## src/rtl/mld_pkg.sv

```systemverilog
package mld_pkg;

  typedef enum logic [2:0] {
    ST_HUNT,
    ST_PRE,
    ST_SBIT,
    ST_EDGE,
    ST_MID
  } mld_state_e;

  localparam logic [1:0] CLS_SHORT = 2'b00;
  localparam logic [1:0] CLS_LONG  = 2'b01;

endpackage

```

## src/rtl/mld_run_counter.sv

```systemverilog
module mld_run_counter #(
  parameter int PRE_LONGS = 15
) (
  input  logic clk,
  input  logic rst_n,
  input  logic step,
  input  logic is_long,
  output logic pre_hit
);
  localparam int CW = $clog2(PRE_LONGS + 1);
  localparam logic [CW-1:0] RUN_CAP  = CW'(PRE_LONGS);
  localparam logic [CW-1:0] RUN_TRIG = CW'(PRE_LONGS - 1);

  logic [CW-1:0] run_q;

  always_ff @(posedge clk or negedge rst_n) begin
    if (!rst_n) begin
      run_q <= '0;
    end else if (step) begin
      if (!is_long)              run_q <= '0;
      else if (run_q != RUN_CAP) run_q <= run_q + 1'b1;
    end
  end

  assign pre_hit = step && is_long && (run_q >= RUN_TRIG);

  AST_RUN_CLEAR: assert property (@(posedge clk) disable iff (!rst_n)
    (step && !is_long) |=> (run_q == '0));

  AST_RUN_SAT: assert property (@(posedge clk) disable iff (!rst_n)
    (step && is_long && run_q == RUN_CAP) |=> (run_q == RUN_CAP));

endmodule

```

## src/rtl/mld_destuff.sv

```systemverilog
module mld_destuff #(
  parameter int MAX_EQ = 7
) (
  input  logic clk,
  input  logic rst_n,
  input  logic clear,
  input  logic in_valid,
  input  logic in_bit,
  output logic out_valid,
  output logic out_bit,
  output logic stuff_err
);
  localparam int QW = $clog2(MAX_EQ + 1);
  localparam logic [QW-1:0] EQ_LIM = QW'(MAX_EQ);

  logic [QW-1:0] eq_q;
  logic          last_q;
  logic          pending;

  assign pending   = (eq_q == EQ_LIM);
  assign out_valid = in_valid && !pending;
  assign out_bit   = in_bit;
  assign stuff_err = in_valid && pending && (in_bit == last_q);

  always_ff @(posedge clk or negedge rst_n) begin
    if (!rst_n) begin
      eq_q   <= '0;
      last_q <= 1'b0;
    end else if (clear) begin
      eq_q <= '0;
    end else if (in_valid) begin
      if (pending) begin
        if (!stuff_err) begin
          last_q <= in_bit;
          eq_q   <= QW'(1);
        end
      end else if (eq_q == '0 || in_bit != last_q) begin
        last_q <= in_bit;
        eq_q   <= QW'(1);
      end else begin
        eq_q <= eq_q + 1'b1;
      end
    end
  end

  AST_STUFF_RESTART: assert property (@(posedge clk) disable iff (!rst_n)
    (in_valid && !clear && pending && !stuff_err) |=> (eq_q == QW'(1)));

endmodule

```

## src/rtl/mld_bit_hold.sv

```systemverilog
module mld_bit_hold (
  input  logic clk,
  input  logic rst_n,
  input  logic push,
  input  logic push_bit,
  output logic can_take,
  output logic o_valid,
  input  logic o_ready,
  output logic o_data
);
  assign can_take = !o_valid || o_ready;

  always_ff @(posedge clk or negedge rst_n) begin
    if (!rst_n) begin
      o_valid <= 1'b0;
      o_data  <= 1'b0;
    end else if (push) begin
      o_valid <= 1'b1;
      o_data  <= push_bit;
    end else if (o_ready) begin
      o_valid <= 1'b0;
    end
  end

  AST_HOLD_STALL: assert property (@(posedge clk) disable iff (!rst_n)
    (o_valid && !o_ready) |=> (o_valid && $stable(o_data)));

endmodule

```

## src/rtl/mld_decoder.sv

```systemverilog
module mld_decoder
  import mld_pkg::*;
#(
  parameter int   PRE_LONGS = 15,
  parameter int   MAX_EQ    = 7,
  parameter logic START_LVL = 1'b1
) (
  input  logic       clk,
  input  logic       rst_n,
  input  logic       tok_valid,
  output logic       tok_ready,
  input  logic [1:0] tok_class,
  input  logic       tok_lvl,
  output logic       bit_valid,
  input  logic       bit_ready,
  output logic       bit_data,
  output logic       msg_start,
  output logic       abort_pulse
);
  mld_state_e state_q, nxt_a, nxt;
  logic first_q, first_n;
  logic acc, is_long, is_short, is_bad, busy;
  logic pre_hit, emit, clr, start_n, abort_a, abort_d;
  logic ds_valid, ds_bit, st_err;

  assign acc      = tok_valid && tok_ready;
  assign is_long  = (tok_class == CLS_LONG);
  assign is_short = (tok_class == CLS_SHORT);
  assign is_bad   = tok_class[1];
  assign busy     = (state_q == ST_SBIT) || (state_q == ST_EDGE) || (state_q == ST_MID);

  mld_run_counter #(.PRE_LONGS(PRE_LONGS)) u_run (
    .clk(clk), .rst_n(rst_n), .step(acc), .is_long(is_long), .pre_hit(pre_hit)
  );

  always_comb begin
    nxt_a   = state_q;
    first_n = first_q;
    start_n = 1'b0;
    abort_a = 1'b0;
    emit    = 1'b0;
    clr     = 1'b0;
    if (acc) begin
      if (pre_hit) begin
        nxt_a   = ST_PRE;
        abort_a = busy;
      end else if (is_bad) begin
        nxt_a   = ST_HUNT;
        abort_a = busy;
      end else begin
        unique case (state_q)
          ST_HUNT: nxt_a = ST_HUNT;
          ST_PRE: begin
            if (is_short && tok_lvl == START_LVL) nxt_a = ST_SBIT;
          end
          ST_SBIT: begin
            if (tok_lvl == START_LVL) begin
              nxt_a   = ST_HUNT;
              abort_a = 1'b1;
            end else begin
              start_n = 1'b1;
              clr     = 1'b1;
              if (is_long) begin
                nxt_a   = ST_MID;
                first_n = tok_lvl;
              end else begin
                nxt_a = ST_EDGE;
              end
            end
          end
          ST_EDGE: begin
            if (is_long) begin
              nxt_a   = ST_HUNT;
              abort_a = 1'b1;
            end else begin
              nxt_a   = ST_MID;
              first_n = tok_lvl;
            end
          end
          ST_MID: begin
            if (tok_lvl == first_q) begin
              nxt_a   = ST_HUNT;
              abort_a = 1'b1;
            end else begin
              emit = 1'b1;
              if (is_long) begin
                nxt_a   = ST_MID;
                first_n = tok_lvl;
              end else begin
                nxt_a = ST_EDGE;
              end
            end
          end
          default: nxt_a = ST_HUNT;
        endcase
      end
    end
  end

  mld_destuff #(.MAX_EQ(MAX_EQ)) u_destuff (
    .clk(clk), .rst_n(rst_n), .clear(clr), .in_valid(emit), .in_bit(first_q),
    .out_valid(ds_valid), .out_bit(ds_bit), .stuff_err(st_err)
  );

  assign nxt     = st_err ? ST_HUNT : nxt_a;
  assign abort_d = abort_a || st_err;

  mld_bit_hold u_hold (
    .clk(clk), .rst_n(rst_n), .push(ds_valid), .push_bit(ds_bit),
    .can_take(tok_ready), .o_valid(bit_valid), .o_ready(bit_ready), .o_data(bit_data)
  );

  always_ff @(posedge clk or negedge rst_n) begin
    if (!rst_n) begin
      state_q     <= ST_HUNT;
      first_q     <= 1'b0;
      msg_start   <= 1'b0;
      abort_pulse <= 1'b0;
    end else begin
      state_q     <= nxt;
      first_q     <= first_n;
      msg_start   <= start_n;
      abort_pulse <= abort_d;
    end
  end

  AST_PRE_ENTRY: assert property (@(posedge clk) disable iff (!rst_n)
    (acc && pre_hit) |=> (state_q == ST_PRE));

  AST_START_DATA: assert property (@(posedge clk) disable iff (!rst_n)
    msg_start |-> (state_q == ST_EDGE || state_q == ST_MID));

  AST_ABORT_IDLE: assert property (@(posedge clk) disable iff (!rst_n)
    abort_pulse |-> (state_q == ST_HUNT || state_q == ST_PRE));

  AST_NO_START_ABORT: assert property (@(posedge clk) disable iff (!rst_n)
    !(msg_start && abort_pulse));

endmodule

```

## config.mk

```make
export PLATFORM = sky130hd
export DESIGN_NAME = mld_decoder
export DESIGN_NICKNAME = d
export VERILOG_FILES = /design/src/rtl/mld_pkg.sv /design/src/rtl/mld_run_counter.sv /design/src/rtl/mld_destuff.sv /design/src/rtl/mld_bit_hold.sv /design/src/rtl/mld_decoder.sv
export SDC_FILE = /design/constraint.sdc
export NUM_CORES = 1
export LEC_CHECK = 0
export BUFFER_PORTS_ARGS = -buffer_cell sky130_fd_sc_hd__buf_2
export CAP_MARGIN = 20
export CORE_MARGIN = 5
export CORE_UTILIZATION = 56
export CTS_CLUSTER_SIZE = 14
export DETAILED_ROUTE_END_ITERATION = 12
export PLACE_DENSITY = 0.88
export SETUP_SLACK_MARGIN = 0.3
export SLEW_MARGIN = 20
export SYNTH_ARGS = -nofsm -noshare
export SYNTH_HDL_FRONTEND = slang
export SYNTH_SLANG_ARGS = --single-unit
```

## constraint.sdc

```tcl
create_clock -name clk -period 2.05 [get_ports clk]
set_input_delay 0 -clock clk [delete_from_list [all_inputs] [get_ports clk]]
set_output_delay 0 -clock clk [all_outputs]
set_load 0.03 [all_outputs]
```

==> impl_metrics.ini, run 1 <==
[drt]
wl_per_cell_microns = 17.9
viasPerCell = 6.45
drtIter0Drc = 29
vias = 1058
dr.pass1.iters = 4
drt.antenna.violating_nets = 0
drc = 0
totalWireLength_microns = 2940

[timing]
worstMarginPinSlew_ps = 462
max_freq_ghz = 0.555
setup_violations = 0
drv_slew = 0
slew_headroom = 0.691
hold_violations = 0
period_share = 0.879
rsz0062_at_grt = true
finalClockSkew_ps = 0.893
period_needed_ps = 1800
fin_tns_setup_ps = 0

[clocking]
cts.sinks = 16
clk_pin_slew_ps = 90
cts_max_level = 1
cts_buffer_depth = 2
clock_latency_ps = 280
cts_buffers = 3
cts_tree = yes
clockRootBuffer = clkbuf_4

[placed_design]
io_buffer_count = 11
placed_cell_area_sq_mm = 0.00119
gp_congestion = 0.877
post-dp-hpwl_microns = 1810

[global_routing]
grt_overflow = 0
grt_pass1_vias = 999
grt_max_degree = 17
antenna_found_initial = 0
grt_util_all_layers = 0.210
grt_pass1_wl_microns = 4440

[worst_setup_path]
crit_start = u_run.run_q[0]
r2r-start = u_run.run_q[0]
startpoint_type = flop
critPathSlowestCell = or4_4
slowest_delay_ps = 440
cp.required_ps = 2230
critPathCapture = u_hold.o_data
reg2reg_depth = 6
crit_chain = inv_1, ha_2, o2111ai_4, nand2b_1, or4_4, mux2_4
worst_setup_path_end_kind = flop
critical_path_class = flop to flop
arrival_ps = 1980
regToRegSetupSlack_ps = 250
reg2reg_to = u_hold.o_data
cp_max_fo = 4

[layout]
areaGrowthSynthToFinish_pct = 32.2
drive_above_1_share = 0.396
n_antenna_cell = 0
nets = 153
fin_area_sq_mm = 0.00140
utilization = 0.794

[hold_path]
min-delay-path-class = input port to flop

[floorplan]
io_pins = 12
initial_core_util = 0.601
die_h_microns = 53.5
die_w_microns = 53.5
num_rows = 15
core_area_sq_mm = 0.00176
die_area_sq_mm = 0.00286

[synthesis]
synth_nets = 123
synth_area_sq_mm = 0.00106
synth_edf_count = 0
synth_warnings = 0
avgSynthCellArea_sq_um = 9.55
postSynthCellCount = 111
async_flop_share = 1.00
synth_common_cells = dfrtp_1, nand2_1, inv_1, o21ai_0
synth_top_flop_cell = dfrtp_1
ys_ff_latch = 16
ys_types = 47
yosysSeqAreaShare = 0.378
synth_top_area_share = 0.378
synth_area_leaders = dfrtp_1, ha_1, nand2b_1, o21ai_0, nand2_1
synth_most_common_cell = dfrtp_1
synth_top_area_cell = dfrtp_1

[power_and_ir_drop]
p_leak_nw = 0.624
power_mw = 0.744
vdd_drop_max_mv = 0.356
powerDensity_mw_per_mm2 = 531

[outcome]
outcome = completed

[flow_run]
drv_cap = 0
worst min-delay path by stage:
stage	startpoint	end	cells past startpoint
after floorplan	rst_n	abort_pulse	0
after global placement	rst_n	state_q[2]	1
after detailed placement	rst_n	state_q[2]	1
after CTS	tok_lvl	msg_start	2
after global routing	bit_ready	u_hold.o_valid	3
final	bit_ready	u_hold.o_valid	3
cell families after synthesis:
logic type      count (synthesis)  synth area share
xor+xnor                        2            0.0165
simple gates                   42             0.253
buf+inv                        10            0.0378
compound gates                 33             0.223
mux                             3            0.0331
fa+ha+maj                       5            0.0590
flops                          16             0.378
timing repair:
action / in CTS / in global routing
hold endpoints to repair: 16 / 0
gates cloned: 0 / 0
resized for setup: 6 / 13
endpoints found under the setup margin: 10 / 13
hold buffers: 1 / 0
setup buffers: 8 / 4
pin swaps: 1 / 3
critical path, delay by kind of cell (launching register included):
| family | cells | cell delay, ps |
|---|---|---|
| simple gates | 2 | 570 |
| flops | 1 | 370 |
| mux | 1 | 310 |
| compound gates | 1 | 220 |
| fa+ha+maj | 1 | 190 |
| buf+inv | 1 | 50 |
metal layers:
metal  GRT usage  wire (microns)
met1       0.253            1230
met2       0.373            1460
met3      0.0338             185
met4      0.0723              65
met5           0               0
power by group:
group	switching [mW]	internal (mW)	total, mW
Clock	0.0990	0.0682	0.167
Combinational	0.127	0.0930	0.220
Sequential	0.0219	0.335	0.357
layout by cell type, fill, tap and decap left out, types with 2 or more instances in the layout:
cell / instances
buf_2: 11
dfrtp_1: 13
inv_1: 6
dfrtp_2: 3
ha_2: 2
nand2_1: 8
o41ai_1: 2
nor2b_1: 3
clkbuf_4: 3
and2_1: 2
mux2i_1: 2
a311oi_2: 2
buf_4: 16
nand4_1: 2
nor2_1: 3
o21ai_0: 6
o22ai_1: 2
o31ai_1: 4
nor3_1: 3
nor4_4: 2
or4bb_4: 2
a21oi_1: 4
nand2b_1: 4
ha_1: 3
o211ai_1: 2
cell type report:
class | count | area [sq um]
multi-input cells | 85 | 724
repair buffers | 29 | 196
well taps | 25 | 31.3
flip-flops and latches | 16 | 404
clock buffers | 3 | 22.5
inverters | 6 | 22.5
fillers | 117 | 363
per-stage QoR:
stage / instances / hold slack [ps] / setup slack, ps
floorplan: 111 / -296 / 275
global placement: 148 / -72.9 / 193
detailed placement: 148 / -70.4 / 143
CTS: 160 / 22.4 / 287
global route: 164 / 29.6 / 202
finish: 164 / 36.6 / 248
sequential cells by signal (all words and copies together), names as in the netlist:
| name | cells |
|---|---|
| u_hold.o_data | 1 |
| first_q | 1 |
| state_q | 3 |
| msg_start | 1 |
| u_run.run_q | 4 |
| u_destuff.last_q | 1 |
| u_destuff.eq_q | 3 |
| u_hold.o_valid | 1 |
| abort_pulse | 1 |
Note: power is estimated with default switching activity, not from simulation.
==> run 2, diff against run 1 <==
Settings changed: CELL_PAD_IN_SITES_DETAIL_PLACEMENT set to 1, CELL_PAD_IN_SITES_GLOBAL_PLACEMENT set to 1, CORE_MARGIN 5 to not set, CORE_UTILIZATION 56 to 44, PLACE_DENSITY 0.88 to 0.89.
==> run 2 against run 1 <==
First-iteration DRC count increased by 10%. Clock-buffer cell count is 1 higher. Via count grew 2.3%. Non-clock buffer count decreased by 1. Setup slack worse by 54 ps. Sequential share of layout area shrank 0.31 points. Die area is 8.9% lower. Utilization shrank 16 points. Cell area grew 1.1%. Critical path type unchanged. Largest power group unchanged.
==> impl_metrics.ini, run 2 (same netlist as run 1, synthesis figures left out) <==
[layout]
nets = 152
largest_reg_flops = 4
mostFrequentLayoutCells = dfrtp_1, buf_4, buf_2
utilization = 0.634
multiInputGateArea_sq_um = 713
regArea_sq_um = 404
drive_above_1_share = 0.381
reg_top3 = u_run.run_q x4, state_q x3, u_destuff.eq_q x3
fin_area_sq_mm = 0.00142
n_antenna_cell = 0
nFillCells = 251
final_cells = 167
largest_register = u_run.run_q
areaGrowthSynthToFinish_pct = 33.6

[global_routing]
grt_max_degree = 17
antenna_found_initial = 0
grt_pass1_wl_microns = 5320
grt_overflow = 0
grt_util_all_layers = 0.285
grt_pass1_vias = 1091

[drt]
viasPerCell = 6.48
dr.pass1.iters = 4
wl_met2_microns = 1910
drt.antenna.violating_nets = 0
met3WireLength_microns = 161
totalWireLength_microns = 3610
wl_per_cell_microns = 21.6
wl_met1_microns = 1430
drc = 0
highest_layer = met4
drtIter0Drc = 32
vias = 1082

[worst_setup_path]
critPathSlowestCell = or4_4
cp_max_fo = 8
timing.critical_path.buf_inv = 0
arrival_ps = 2050
cp_top_family = simple AND/OR/NAND/NOR gates
critical_path_class = flop to flop
regToRegSetupSlack_ps = 190
worst_setup_path_end_kind = flop
slowest_delay_ps = 520
crit_chain = nor3b_2, nand2_1, or4_4, mux2_4
r2r-start = state_q[0]
reg2reg_to = u_hold.o_data
reg2reg_depth = 4
cp.required_ps = 2240
startpoint_type = flop

[hold_path]
min_from = tok_lvl
min_to = msg_start
hold_depth = 2
min-delay-path-class = input port to flop

[power_and_ir_drop]
p_leak_nw = 0.629
power_mw = 0.800
powerDensity_mw_per_mm2 = 565
vdd_drop_max_mv = 0.404

[placed_design]
dp.cells = 152
placed_cell_area_sq_mm = 0.00120
gp_congestion = 0.830
post-place-ws_ps = 120
io_buffer_count = 11
post-dp-hpwl_microns = 1970

[clocking]
cts_tree = yes
cts_buffer_depth = 2
cts_max_level = 1
clk_pin_slew_ps = 100
clock_latency_ps = 300
cts_buffers = 3
cts.sinks = 16
clockRootBuffer = clkbuf_4

[floorplan]
core_area_sq_mm = 0.00223
io_pins = 12
die_area_sq_mm = 0.00261
initial_core_util = 0.475
die_w_microns = 51.1
num_rows = 17
die_h_microns = 51.1

[timing]
setup_ws_ps = 194
fin_tns_setup_ps = 0
period_share = 0.906
finalClockSkew_ps = 1.94
setup_violations = 0
drv_slew = 0
hold_slack_ps = 38.4
worstMarginPinSlew_ps = 550
slew_headroom = 0.632
period_needed_ps = 1860
hold_violations = 0
max_freq_ghz = 0.539
rsz0062_at_grt = true

[flow_run]
drv_cap = 0

[outcome]
outcome = completed
[run 2: power by group]
part	switching (mW)	total, mW	internal, mW
clock network	0.113	0.222	0.108
registers	0.0264	0.361	0.335
logic	0.127	0.217	0.0900
[run 2: cell type report]
cell class / count / share of cell area
Tap cell: 28 / 0.0247
Inverter: 6 / 0.0159
Multi-Input combinational cell: 85 / 0.504
Clock buffer: 4 / 0.0256
Sequential cell: 16 / 0.285
Timing Repair Buffer: 28 / 0.145
[run 2: worst max-delay path by stage]
stage                   start             to  cells past startpoint  slack [ps]
2_1_floorplan  u_run.run_q[0]  u_hold.o_data                      6         280
3_3_place_gp   u_run.run_q[0]     state_q[1]                      6         170
3_5_place_dp   u_run.run_q[0]     state_q[1]                      6         120
4_1_cts        u_run.run_q[1]  u_hold.o_data                      5         280
5_1_grt            state_q[0]  u_hold.o_data                      4         130
6_report           state_q[0]  u_hold.o_data                      4         190
[run 2: timing repair]
| item | 4_1_cts | 5_1_grt |
|---|---|---|
| buffers inserted | 7 | 3 |
| hold buffers | 1 | 0 |
| endpoints found under the hold margin | 16 | 0 |
| setup endpoints to repair | 11 | 11 |
| resized for setup | 6 | 15 |
| pin swaps | 5 | 9 |
[run 2: routing by layer]
metal | up-vias | GRT usage
met1 | 546 | 0.324
li1 | 476 | -
met5 | - | 0
met3 | 13 | 0.0298
met4 | 0 | 0.157
met2 | 47 | 0.513
